--- config.mk ---
export PLATFORM = sky130hd
export DESIGN_NAME = vbl_meas_seq
export DESIGN_NICKNAME = d
export VERILOG_FILES = /design/src/rtl/vbl_pkg.sv /design/src/rtl/vbl_line_table.sv /design/src/rtl/vbl_line_counter.sv /design/src/rtl/vbl_strobe_dec.sv /design/src/rtl/vbl_meas_seq.sv
export SDC_FILE = /design/constraint.sdc
export NUM_CORES = 1
export LEC_CHECK = 0
export BUFFER_PORTS_ARGS = -buffer_cell sky130_fd_sc_hd__buf_2
export CAP_MARGIN = 20
export CORE_MARGIN = 2
export CORE_UTILIZATION = 63
export CTS_BUF_LIST = sky130_fd_sc_hd__clkbuf_4 sky130_fd_sc_hd__clkbuf_8 sky130_fd_sc_hd__clkbuf_16
export CTS_CLUSTER_DIAMETER = 200
export CTS_CLUSTER_SIZE = 16
export DETAILED_ROUTE_END_ITERATION = 10
export PLACE_DENSITY = 0.92
export SETUP_SLACK_MARGIN = 0.4
export SYNTH_ARGS = -nofsm -noshare
export SYNTH_HDL_FRONTEND = slang
export SYNTH_HIERARCHICAL = 1
export SYNTH_SLANG_ARGS = --single-unit
--- constraint.sdc ---
create_clock -name clk -period 6.5 [get_ports clk]
set_input_delay 0.975 -clock clk [delete_from_list [all_inputs] [get_ports clk]]
set_output_delay 0.975 -clock clk [all_outputs]
set_load 0.01 [all_outputs]
--- src/rtl/vbl_pkg.sv ---
package vbl_pkg;
   localparam int VBL_NSLOT = 4;
   localparam int SLOT_RED = 0;
   localparam int SLOT_GRN = 1;
   localparam int SLOT_BLU = 2;
   localparam int SLOT_WHT = 3;

   typedef logic [2:0] std_sel_t;

   function automatic logic sel_is_prog(input std_sel_t s);
      return (s == 3'b100) || (s == 3'b101) || (s == 3'b110);
   endfunction
endpackage

--- src/rtl/vbl_line_table.sv ---
module vbl_line_table #(
   parameter int LW     = 6,
   parameter int LINE_A = 19,
   parameter int LINE_B = 16,
   parameter int LINE_C = 22,
   parameter int MIN_I  = 4,
   parameter int MIN_P  = 8,
   parameter int DIS_I  = 29,
   parameter int DIS_P  = 57,
   parameter int CYC_I  = 31,
   parameter int CYC_P  = 63
) (
   input  vbl_pkg::std_sel_t sel_i,
   output logic [LW-1:0]     base_o,
   output logic              span_two_o,
   output logic [LW-1:0]     wl_o,
   output logic [LW-1:0]     minv_o,
   output logic [LW-1:0]     dis_thr_o,
   output logic [LW-1:0]     cyc_last_o
);
   localparam int SLOTS = vbl_pkg::VBL_NSLOT;

   logic [LW-1:0] base_i;
   logic          prog;

   assign prog = vbl_pkg::sel_is_prog(sel_i);

   always_comb begin
      unique case (sel_i[1:0])
         2'b01:   base_i = LW'(LINE_B);
         2'b10:   base_i = LW'(LINE_C);
         default: base_i = LW'(LINE_A);
      endcase
      if (sel_i[1:0] == 2'b11) base_i = LW'(LINE_A);
   end

   assign base_o     = prog ? (base_i << 1) : base_i;
   assign span_two_o = prog;
   assign wl_o       = prog ? LW'(base_o + LW'(2*SLOTS - 1)) : LW'(base_o + LW'(SLOTS - 1));
   assign minv_o     = prog ? LW'(MIN_P) : LW'(MIN_I);
   assign dis_thr_o  = prog ? LW'(DIS_P) : LW'(DIS_I);
   assign cyc_last_o = prog ? LW'(CYC_P - 1) : LW'(CYC_I - 1);
endmodule

--- src/rtl/vbl_line_counter.sv ---
module vbl_line_counter #(
   parameter int LW = 6
) (
   input  logic              clk,
   input  logic              rst_n,
   input  logic              h_pulse,
   input  logic              v_level,
   input  vbl_pkg::std_sel_t std_sel_i,
   input  logic [LW-1:0]     wl_i,
   input  logic [LW-1:0]     minv_i,
   input  logic [LW-1:0]     cyc_last_i,
   output vbl_pkg::std_sel_t sel_q_o,
   output logic [LW-1:0]     lcnt_o,
   output logic [LW-1:0]     vcnt_o,
   output logic              v_q_o,
   output logic              active_o,
   output logic              past_white_o
);
   logic              v_q, active, pw;
   logic [LW-1:0]     lcnt, vcnt;
   vbl_pkg::std_sel_t sel_q;
   logic              v_rise, v_fall, end_line;

   assign v_rise   = v_level && !v_q;
   assign v_fall   = !v_level && v_q;
   assign end_line = !v_level && (pw || (lcnt == wl_i));

   always_ff @(posedge clk or negedge rst_n) begin
      if (!rst_n) begin
         v_q    <= 1'b0;
         active <= 1'b0;
         pw     <= 1'b0;
         lcnt   <= '0;
         vcnt   <= '0;
         sel_q  <= '0;
      end else begin
         v_q <= v_level;
         if (v_rise) begin
            active <= 1'b1;
            pw     <= 1'b0;
            lcnt   <= '0;
            vcnt   <= '0;
            sel_q  <= std_sel_i;
         end else if (active) begin
            if (v_fall && (vcnt < minv_i)) begin
               active <= 1'b0;
            end else if (h_pulse) begin
               if (end_line) begin
                  active <= 1'b0;
               end else begin
                  lcnt <= (lcnt == cyc_last_i) ? '0 : lcnt + 1'b1;
                  if (v_level && (vcnt != '1)) vcnt <= vcnt + 1'b1;
                  if (v_level && (lcnt == wl_i)) pw <= 1'b1;
               end
            end
         end
      end
   end

   assign sel_q_o      = sel_q;
   assign lcnt_o       = lcnt;
   assign vcnt_o       = vcnt;
   assign v_q_o        = v_q;
   assign active_o     = active;
   assign past_white_o = pw;
endmodule

--- src/rtl/vbl_strobe_dec.sv ---
module vbl_strobe_dec #(
   parameter int LW = 6
) (
   input  logic          active_i,
   input  logic          past_white_i,
   input  logic          v_q_i,
   input  logic [LW-1:0] lcnt_i,
   input  logic [LW-1:0] vcnt_i,
   input  logic [LW-1:0] base_i,
   input  logic          span_two_i,
   input  logic [LW-1:0] dis_thr_i,
   output logic          blank_o,
   output logic          leak_o,
   output logic [2:0]    cut_o,
   output logic          white_o,
   output logic [2:0]    pass_o,
   output logic          dis_o
);
   localparam int SLOTS = vbl_pkg::VBL_NSLOT;

   logic             meas_en;
   logic [SLOTS-1:0] hit;
   logic [LW:0]      span;

   assign meas_en = active_i && !past_white_i;
   assign span    = span_two_i ? (LW+1)'(2) : (LW+1)'(1);

   for (genvar s = 0; s < SLOTS; s++) begin : g_slot
      logic [LW+2:0] first, last_x;
      assign first  = (LW+3)'(base_i) + (LW+3)'(s) * (LW+3)'(span);
      assign last_x = first + (LW+3)'(span);
      assign hit[s] = meas_en && ((LW+3)'(lcnt_i) >= first) && ((LW+3)'(lcnt_i) < last_x);
   end

   assign blank_o = active_i;
   assign leak_o  = meas_en && (lcnt_i < base_i);
   assign cut_o   = {hit[vbl_pkg::SLOT_BLU], hit[vbl_pkg::SLOT_GRN], hit[vbl_pkg::SLOT_RED]};
   assign white_o = hit[vbl_pkg::SLOT_WHT];
   assign dis_o   = active_i && v_q_i && (vcnt_i > dis_thr_i);

   always_comb begin
      if (!active_i)      pass_o = 3'b111;
      else if (dis_o)     pass_o = 3'b000;
      else if (white_o)   pass_o = 3'b111;
      else                pass_o = cut_o;
   end
endmodule

--- src/rtl/vbl_meas_seq.sv ---
module vbl_meas_seq #(
   parameter int LW     = 6,
   parameter int LINE_A = 19,
   parameter int LINE_B = 16,
   parameter int LINE_C = 22,
   parameter int MIN_I  = 4,
   parameter int MIN_P  = 8,
   parameter int DIS_I  = 29,
   parameter int DIS_P  = 57,
   parameter int CYC_I  = 31,
   parameter int CYC_P  = 63
) (
   input  logic       clk,
   input  logic       rst_n,
   input  logic       h_pulse,
   input  logic       v_level,
   input  logic [2:0] std_sel,
   output logic       blank_o,
   output logic       bright_dis_o,
   output logic       leak_o,
   output logic [2:0] cut_o,
   output logic       white_o,
   output logic [2:0] ch_pass_o,
   output logic       discharge_o
);
   localparam int MAX_LINE = 2 * LINE_C + 2 * vbl_pkg::VBL_NSLOT;

   if (CYC_P > (1 << LW) - 1) begin : g_bad_cyc
      $error("progressive cycle does not fit the counter width");
   end
   if (MAX_LINE >= CYC_P || LINE_A + vbl_pkg::VBL_NSLOT >= CYC_I) begin : g_bad_line
      $error("measurement lines exceed the counter cycle");
   end
   if (DIS_P >= (1 << LW) - 1 || MIN_P > DIS_P || MIN_I > DIS_I) begin : g_bad_thr
      $error("inconsistent pulse thresholds");
   end

   vbl_pkg::std_sel_t sel_q;
   logic [LW-1:0]     base, wl, minv, dis_thr, cyc_last, lcnt, vcnt;
   logic              span_two, v_q, active, pw;

   vbl_line_table #(
      .LW(LW), .LINE_A(LINE_A), .LINE_B(LINE_B), .LINE_C(LINE_C),
      .MIN_I(MIN_I), .MIN_P(MIN_P), .DIS_I(DIS_I), .DIS_P(DIS_P),
      .CYC_I(CYC_I), .CYC_P(CYC_P)
   ) table_i (
      .sel_i      (sel_q),
      .base_o     (base),
      .span_two_o (span_two),
      .wl_o       (wl),
      .minv_o     (minv),
      .dis_thr_o  (dis_thr),
      .cyc_last_o (cyc_last)
   );

   vbl_line_counter #(.LW(LW)) cnt_i (
      .clk          (clk),
      .rst_n        (rst_n),
      .h_pulse      (h_pulse),
      .v_level      (v_level),
      .std_sel_i    (std_sel),
      .wl_i         (wl),
      .minv_i       (minv),
      .cyc_last_i   (cyc_last),
      .sel_q_o      (sel_q),
      .lcnt_o       (lcnt),
      .vcnt_o       (vcnt),
      .v_q_o        (v_q),
      .active_o     (active),
      .past_white_o (pw)
   );

   vbl_strobe_dec #(.LW(LW)) dec_i (
      .active_i     (active),
      .past_white_i (pw),
      .v_q_i        (v_q),
      .lcnt_i       (lcnt),
      .vcnt_i       (vcnt),
      .base_i       (base),
      .span_two_i   (span_two),
      .dis_thr_i    (dis_thr),
      .blank_o      (blank_o),
      .leak_o       (leak_o),
      .cut_o        (cut_o),
      .white_o      (white_o),
      .pass_o       (ch_pass_o),
      .dis_o        (discharge_o)
   );

   assign bright_dis_o = blank_o;
endmodule

==> out/metrics.cfg, run 1 <==
[setup_path]
start_kind = flop
worstPathArrival_ns = 5.10
crit_path_end_kind = output pin
reg2reg_slack_ns = 2.79
reg2reg_from = cnt_i/sel_q_o[0]
cp.required_ns = 5.52
critical_path_class = flop to output pin
cp_max_fo = 5
rr_worst_depth = 16
r2r-end = cnt_i/lcnt_o[1]

[min_path]
whs_endpoint = cnt_i/sel_q_o[1]
hold_start = cnt_i/sel_q_o[1]
holdPathStages = 2
hp-class = flop to flop

[global_routing]
grt_start_max_net_pins = 19
grt_pass1_vias = 3016
grt_pass1_wl_mm = 13.82
antenna_found_initial = 0
grt_overflow_total = 0
grtUsageTotal_pct = 28.25

[routing]
avgRoutedWirePerCell_um = 18.98
ant_nets = 0
drt_iter0_markers = 389
drt-total-wl_mm = 9.357
vias = 3254
post-route-drc-count = 0
drt-vias-per-instance = 6.600
drt_first_pass_iters = 5

[synth]
ys_top_cells_by_area = ha_1 24%, dfrtp_1 14%, xnor2_1 6.0%
ys_seq_area_share_pct = 13.52
synth_flop_cell = dfrtp_1
yosys.area.top_type = ha_1
yosys_warnings = 6
syn-cell-area_um2 = 3331
postSynth.asyncResetShare_pct = 100.0
synth-edff-count = 0
ys_ff_latch = 18
yosysTopAreaCellShare_pct = 24.42
synth_cells = 398
yosysUniqueCellTypes = 64
synth_area_per_cell_um2 = 8.369

[layout]
num_antenna_cells = 0
fillers = 352
seqCellArea_um2 = 450.4
final_core_util_pct = 72.10
drive_above_1_share_pct = 16.78
multi_input_area_um2 = 2689
finalInstanceArea_um2 = 3682
nets = 499
area_growth_pct = 10.56

[placement]
hpwl_mm = 6.182
place_congestion = 0.9397
dp_slack_ns = 0.3946
dpl-instance-area_um2 = 3373
io_buffers = 17

[timing]
timing.final.hold_violations = 0
tns_ns = 0
slew_violations = 0
max_freq_mhz = 164.6
max_slew_margin_pct = 54.44
fin_crit_ns = 6.074
whs_ns = 0.5277
tightest_slew_ns = 0.6834
setup_viol = 0
grt_setup_unrepaired = false
clock_skew_ns = 0.006102
finalCritPeriodShare_pct = 93.45
worst_slack_ns = 0.4260

[cts]
clk_path_buf_depth = 2
h-tree-depth = 1
clock_sinks = 18
cts_tree = yes
ctsHoldBuffers = 0
clk_latency_ns = 0.26
cts_buffers = 3
clk_pin_slew_ns = 0.07
ctsRootBufferMaster = clkbuf_8

[run]
drv_cap = 0

[floorplanning]
die_h_um = 76.71
die_w_um = 76.71
start_util_pct = 65.21
die_area_um2 = 5884
num_rows = 26
core_um2 = 5107
io_pins = 18

[pwr]
ir_drop_mv = 0.1839
power_density_nw_per_um2 = 321.4
p_leak_nw = 1.866

[status]
outcome = completed

[worst max-delay path: stages (launching register included)]
cell	delay (ns)
dfrtp_1	0.39
inv_1	0.08
ha_1	0.23
or2_4	0.28
o21ai_4	0.21
buf_4	0.18
mux2i_4	0.26
inv_1	0.20
ha_1	0.44
xor2_1	0.29
a21oi_1	0.16
or3_1	0.38
nand2_1	0.11
ha_1	0.26
a211oi_1	0.31
a21oi_1	0.15
o32ai_1	0.20
o2111ai_1	0.29
a31oi_1	0.26
buf_2	0.16
[how the worst max path moves through the flow]
stage                     start           end  slack (ns)  depth (start not counted)
5_1_grt        cnt_i/sel_q_o[0]  ch_pass_o[2]        0.20                         19
3_5_place_dp   cnt_i/sel_q_o[0]  ch_pass_o[1]        0.39                         20
6_report       cnt_i/sel_q_o[0]  ch_pass_o[2]        0.43                         19
4_1_cts        cnt_i/sel_q_o[0]  ch_pass_o[1]        0.41                         20
3_3_place_gp   cnt_i/sel_q_o[0]  ch_pass_o[1]        0.63                         18
2_1_floorplan  cnt_i/sel_q_o[0]  ch_pass_o[1]        1.02                         19
[synth_stat cells, types with 4 or more instances]
library cell,number
o21ai_0,10
a31oi_1,8
xor2_1,14
xnor2_1,23
buf_2,5
a21o_1,7
nand4_1,7
nand2_1,29
inv_1,38
nor3_1,4
o211ai_1,4
o2bb2ai_1,4
and3_1,7
dfrtp_1,18
a21oi_1,17
a221o_1,4
ha_1,65
nand2b_1,14
nor2_1,17
buf_4,22
nand3_1,12
o2111ai_1,5
nor2b_1,8
[final cells by class]
class	count	share of cell area, %
Inverter	39	4.179
Timing Repair Buffer	38	6.694
Tap cell	70	2.379
Multi-Input combinational cell	324	73.02
Clock buffer	4	1.495
Sequential cell	18	12.23
[logic make-up (layout without fill, tap and decap cells)]
group | Yosys count | after routing | share of synthesized area, %
fa+ha+maj | 68 | 68 | 26.22
xor+xnor | 38 | 38 | 10.22
other cells | 2 | 13 | 0.2255
buf+inv | 67 | 81 | 10.22
compound gates | 86 | 86 | 19.80
simple gates | 114 | 114 | 18.11
mux | 5 | 5 | 1.690
flops | 18 | 18 | 13.52
[flip-flops by register name (all words and copies together), names as in the netlist]
name,cells
cnt_i/lcnt_o,6
cnt_i/vcnt_o,6
cnt_i/sel_q_o,3
cnt_i/active_o,1
cnt_i/past_white_o,1
cnt_i/v_q_o,1
[repair_timing]
action	CTS	global route
endpoints found under the setup margin	5	6
pin swaps	1	9
gates resized for setup	2	19
buffers inserted	5	13
[through the flow]
step / power [mW] / instances
3_3_place_gp: 0.8969 / 471
6_report: 1.183 / 493
2_1_floorplan: 0.7696 / 409
5_1_grt: 1.270 / 493
3_5_place_dp: 0.9504 / 471
4_1_cts: 1.057 / 480
[placed cells by master, fill, tap and decap left out, drive strengths merged, types with 6 or more instances in the layout]
cell type  netlist  routed
a21o             7       7
a21oi           17      17
a31oi            8       8
and3             8       8
buf             27      38
conb             2      13
dfrtp           18      18
ha              65      65
inv             38      36
nand2           30      30
nand2b          14      14
nand3           12      12
nand4            7       7
nor2            17      17
nor2b            9       9
o2111ai          6       6
o21ai           14      14
xnor2           24      24
xor2            14      14
[where the power goes]
group | leakage [nW] | total (mW) | internal [mW] | switching (mW)
combinational | 1.60 | 0.888 | 0.391 | 0.497
clock | 0.0288 | 0.0949 | 0.0539 | 0.0410
sequential | 0.234 | 0.201 | 0.131 | 0.0696
[routing by layer]
| metal | routed length (um) | GRT usage (%) | vias up |
|---|---|---|---|
| met1 | 3648 | 35.93 | 1508 |
| li1 | - | - | 1453 |
| met5 | 0 | 0 | - |
| met2 | 4395 | 48.68 | 213 |
| met4 | 540 | 11.09 | 0 |
| met3 | 773 | 3.294 | 80 |
Power figures use the tool's default switching activity.
==> run 2, diff against run 1 <==
--- a/config.mk
+++ b/config.mk
@@ -11,9 +11,9 @@
 export CORE_UTILIZATION = 63
 export CTS_BUF_LIST = sky130_fd_sc_hd__clkbuf_4 sky130_fd_sc_hd__clkbuf_8 sky130_fd_sc_hd__clkbuf_16
 export CTS_CLUSTER_DIAMETER = 200
-export CTS_CLUSTER_SIZE = 16
+export CTS_CLUSTER_SIZE = 8
 export DETAILED_ROUTE_END_ITERATION = 10
-export PLACE_DENSITY = 0.92
+export PLACE_DENSITY = 0.83
 export SETUP_SLACK_MARGIN = 0.4
 export SYNTH_ARGS = -nofsm -noshare
 export SYNTH_HDL_FRONTEND = slang
==> run 2 against run 1 <==
Compared with the run above:
- sequential share of layout area increased by 0.20 points
- maximum frequency increased by 1.5%
- sequential cell count unchanged
- critical endpoint unchanged
- largest power group unchanged
==> out/metrics.cfg, run 2 (synthesized netlist as in run 1, its figures left out) <==
[status]
outcome = completed  ; unchanged

[routing]
avgRoutedWirePerCell_um = 16.00  ; was 18.98 um
drt_first_pass_iters = 4  ; was 5
drt_iter0_markers = 178  ; was 389
drt-total-wl_mm = 7.824  ; was 9.357 mm
post-route-drc-count = 0  ; unchanged
ant_nets = 0  ; unchanged
vias = 2896  ; was 3254
drt-vias-per-instance = 5.922  ; was 6.600

[layout]
num_antenna_cells = 0  ; unchanged
area_growth_pct = 8.791  ; was 10.56%
layout_common_cells = 64 x ha_1, 36 x inv_1, 29 x nand2_1, 21 x xnor2_1, 18 x dfrtp_1  ; was 63 x ha_1, 36 x inv_1, 29 x nand2_1, 21 x xnor2_1, 20 x buf_4
nets = 495  ; was 499
finalInstanceArea_um2 = 3623  ; was 3682 um^2
drive_above_1_share_pct = 15.75  ; was 16.78%
final_common_cell = ha_1  ; unchanged

[cts]
clk_pin_slew_ns = 0.07  ; about the same
clock_sinks = 18  ; unchanged
ctsRootBufferMaster = clkbuf_8  ; unchanged
clk_path_buf_depth = 2  ; unchanged
clk_latency_ns = 0.25  ; was 0.26 ns
cts_buffers = 3  ; unchanged
h-tree-depth = 1  ; unchanged
cts_tree = yes  ; unchanged

[placement]
io_buffers = 17  ; unchanged
place_congestion = 0.8884  ; was 0.9397
hpwl_mm = 5.778  ; was 6.182 mm
dp_slack_ns = 0.4059  ; was 0.3946 ns
dpl-instance-area_um2 = 3373  ; unchanged

[timing]
tightest_slew_ns = 0.6070  ; was 0.6834 ns
finalCritPeriodShare_pct = 92.09  ; was 93.45%
slew_violations = 0  ; unchanged
grt_setup_unrepaired = false  ; unchanged
max_freq_mhz = 167.1  ; was 164.6 MHz
max_slew_margin_pct = 59.54  ; was 54.44%
tns_ns = 0  ; unchanged
clock_skew_ns = 0.002287  ; was 0.006102 ns
timing.final.hold_violations = 0  ; unchanged
worst_slack_ns = 0.5144  ; was 0.4260 ns
whs_ns = 0.5295  ; was 0.5277 ns
setup_viol = 0  ; unchanged
fin_crit_ns = 5.986  ; was 6.074 ns

[global_routing]
grt_overflow_total = 0  ; unchanged
grt_pass1_wl_mm = 13.10  ; was 13.82 mm
grt_start_max_net_pins = 19  ; unchanged
antenna_found_initial = 0  ; unchanged
grtUsageTotal_pct = 26.35  ; was 28.25%
grt_pass1_vias = 2796  ; was 3016

[pwr]
ir_drop_mv = 0.1733  ; was 0.1839 mV
p_leak_nw = 1.850  ; was 1.866 nW
power_density_nw_per_um2 = 302.0  ; was 321.4 nW/um^2

[floorplanning]
die_w_um = 76.71  ; unchanged
start_util_pct = 65.21  ; unchanged
die_h_um = 76.71  ; unchanged
die_area_um2 = 5884  ; unchanged
core_um2 = 5107  ; unchanged
io_pins = 18  ; unchanged
num_rows = 26  ; unchanged

[run]
drv_cap = 0  ; unchanged

[min_path]
hp-class = flop to flop  ; unchanged
hold_start = cnt_i/sel_q_o[1]  ; unchanged
whs_endpoint = cnt_i/sel_q_o[1]  ; unchanged
holdPathStages = 2  ; unchanged

[setup_path]
start_kind = flop  ; unchanged
reg2reg_slack_ns = 2.97  ; was 2.79 ns
cp.required_ns = 5.52  ; about the same
worstPathArrival_ns = 5.01  ; was 5.10 ns
crit_path_end_kind = output pin  ; unchanged
cp_max_fo = 4  ; was 5
rr_worst_depth = 17  ; was 16
crit_path_start = cnt_i/sel_q_o[0]  ; unchanged
critical_path_class = flop to output pin  ; unchanged
reg2reg_from = cnt_i/sel_q_o[0]  ; unchanged
r2r-end = cnt_i/lcnt_o[1]  ; unchanged

==> run 2: repair_timing <==
item	4_1_cts	5_1_grt
hold buffers	0	0
buffers inserted	5	9
setup endpoints to repair	5	5
pin swaps	1	5
resized for setup	2	16
hold endpoints to repair	0	0
==> run 2: how the worst max path moves through the flow <==
stage | depth (start not counted) | slack (ns) | endpoint
finish | 20 | 0.51 | ch_pass_o[2]
CTS | 20 | 0.47 | ch_pass_o[1]
global placement | 18 | 0.64 | ch_pass_o[1]
floorplan | 19 | 1.02 | ch_pass_o[1]
detailed placement | 20 | 0.41 | ch_pass_o[1]
global route | 20 | 0.27 | ch_pass_o[2]
==> run 2: metal layers <==
metal	vias up	routed length [um]	global-route usage [%]
li1	1430	-	-
met1	1378	3621	36.20
met2	80	3731	46.58
met3	8	391	2.235
met4	0	79	2.545
met5	-	0	0
==> run 2: layout make-up <==
| type | instances | area, um^2 |
|---|---|---|
| multi-input combinational | 324 | 2668 |
| inverter | 39 | 150.1 |
| timing repair buffer | 34 | 212.7 |
| tap | 70 | 87.58 |
| sequential | 18 | 450.4 |
| fill | 390 | 1484 |
| clock buffer | 4 | 55.05 |
==> run 2: per-stage QoR <==
| stage | power [mW] | std cells | utilization, % |
|---|---|---|---|
| 2_1_floorplan | 0.7696 | 409 | - |
| 3_3_place_gp | 0.9054 | 471 | 66.05 |
| 3_5_place_dp | 0.9355 | 471 | 66.05 |
| 4_1_cts | 1.038 | 480 | 68.01 |
| 5_1_grt | 1.213 | 489 | 70.95 |
| 6_report | 1.094 | 489 | 70.95 |
==> run 2: worst max-delay path, cell delays in order, from the launching register on <==
cell and delay (ns):
dfrtp_1 0.39, inv_1 0.08, ha_1 0.22, or2_4 0.28, o21ai_4 0.22, clkinvlp_4 0.21, buf_4 0.18, ha_1 0.33
ha_1 0.32, nand3b_1 0.10, a221oi_2 0.41, xnor2_2 0.15, nor4_2 0.21, xor2_1 0.18, ha_1 0.26, and3_1 0.19
a221o_1 0.34, a31oi_1 0.19, o21ai_2 0.14, a31oi_1 0.19, buf_2 0.15
==> run 2: power breakdown <==
part / internal [mW] / leakage (nW) / switching, mW
registers: 0.131 / 0.234 / 0.0655
clock network: 0.0538 / 0.0288 / 0.0364
logic: 0.368 / 1.59 / 0.439
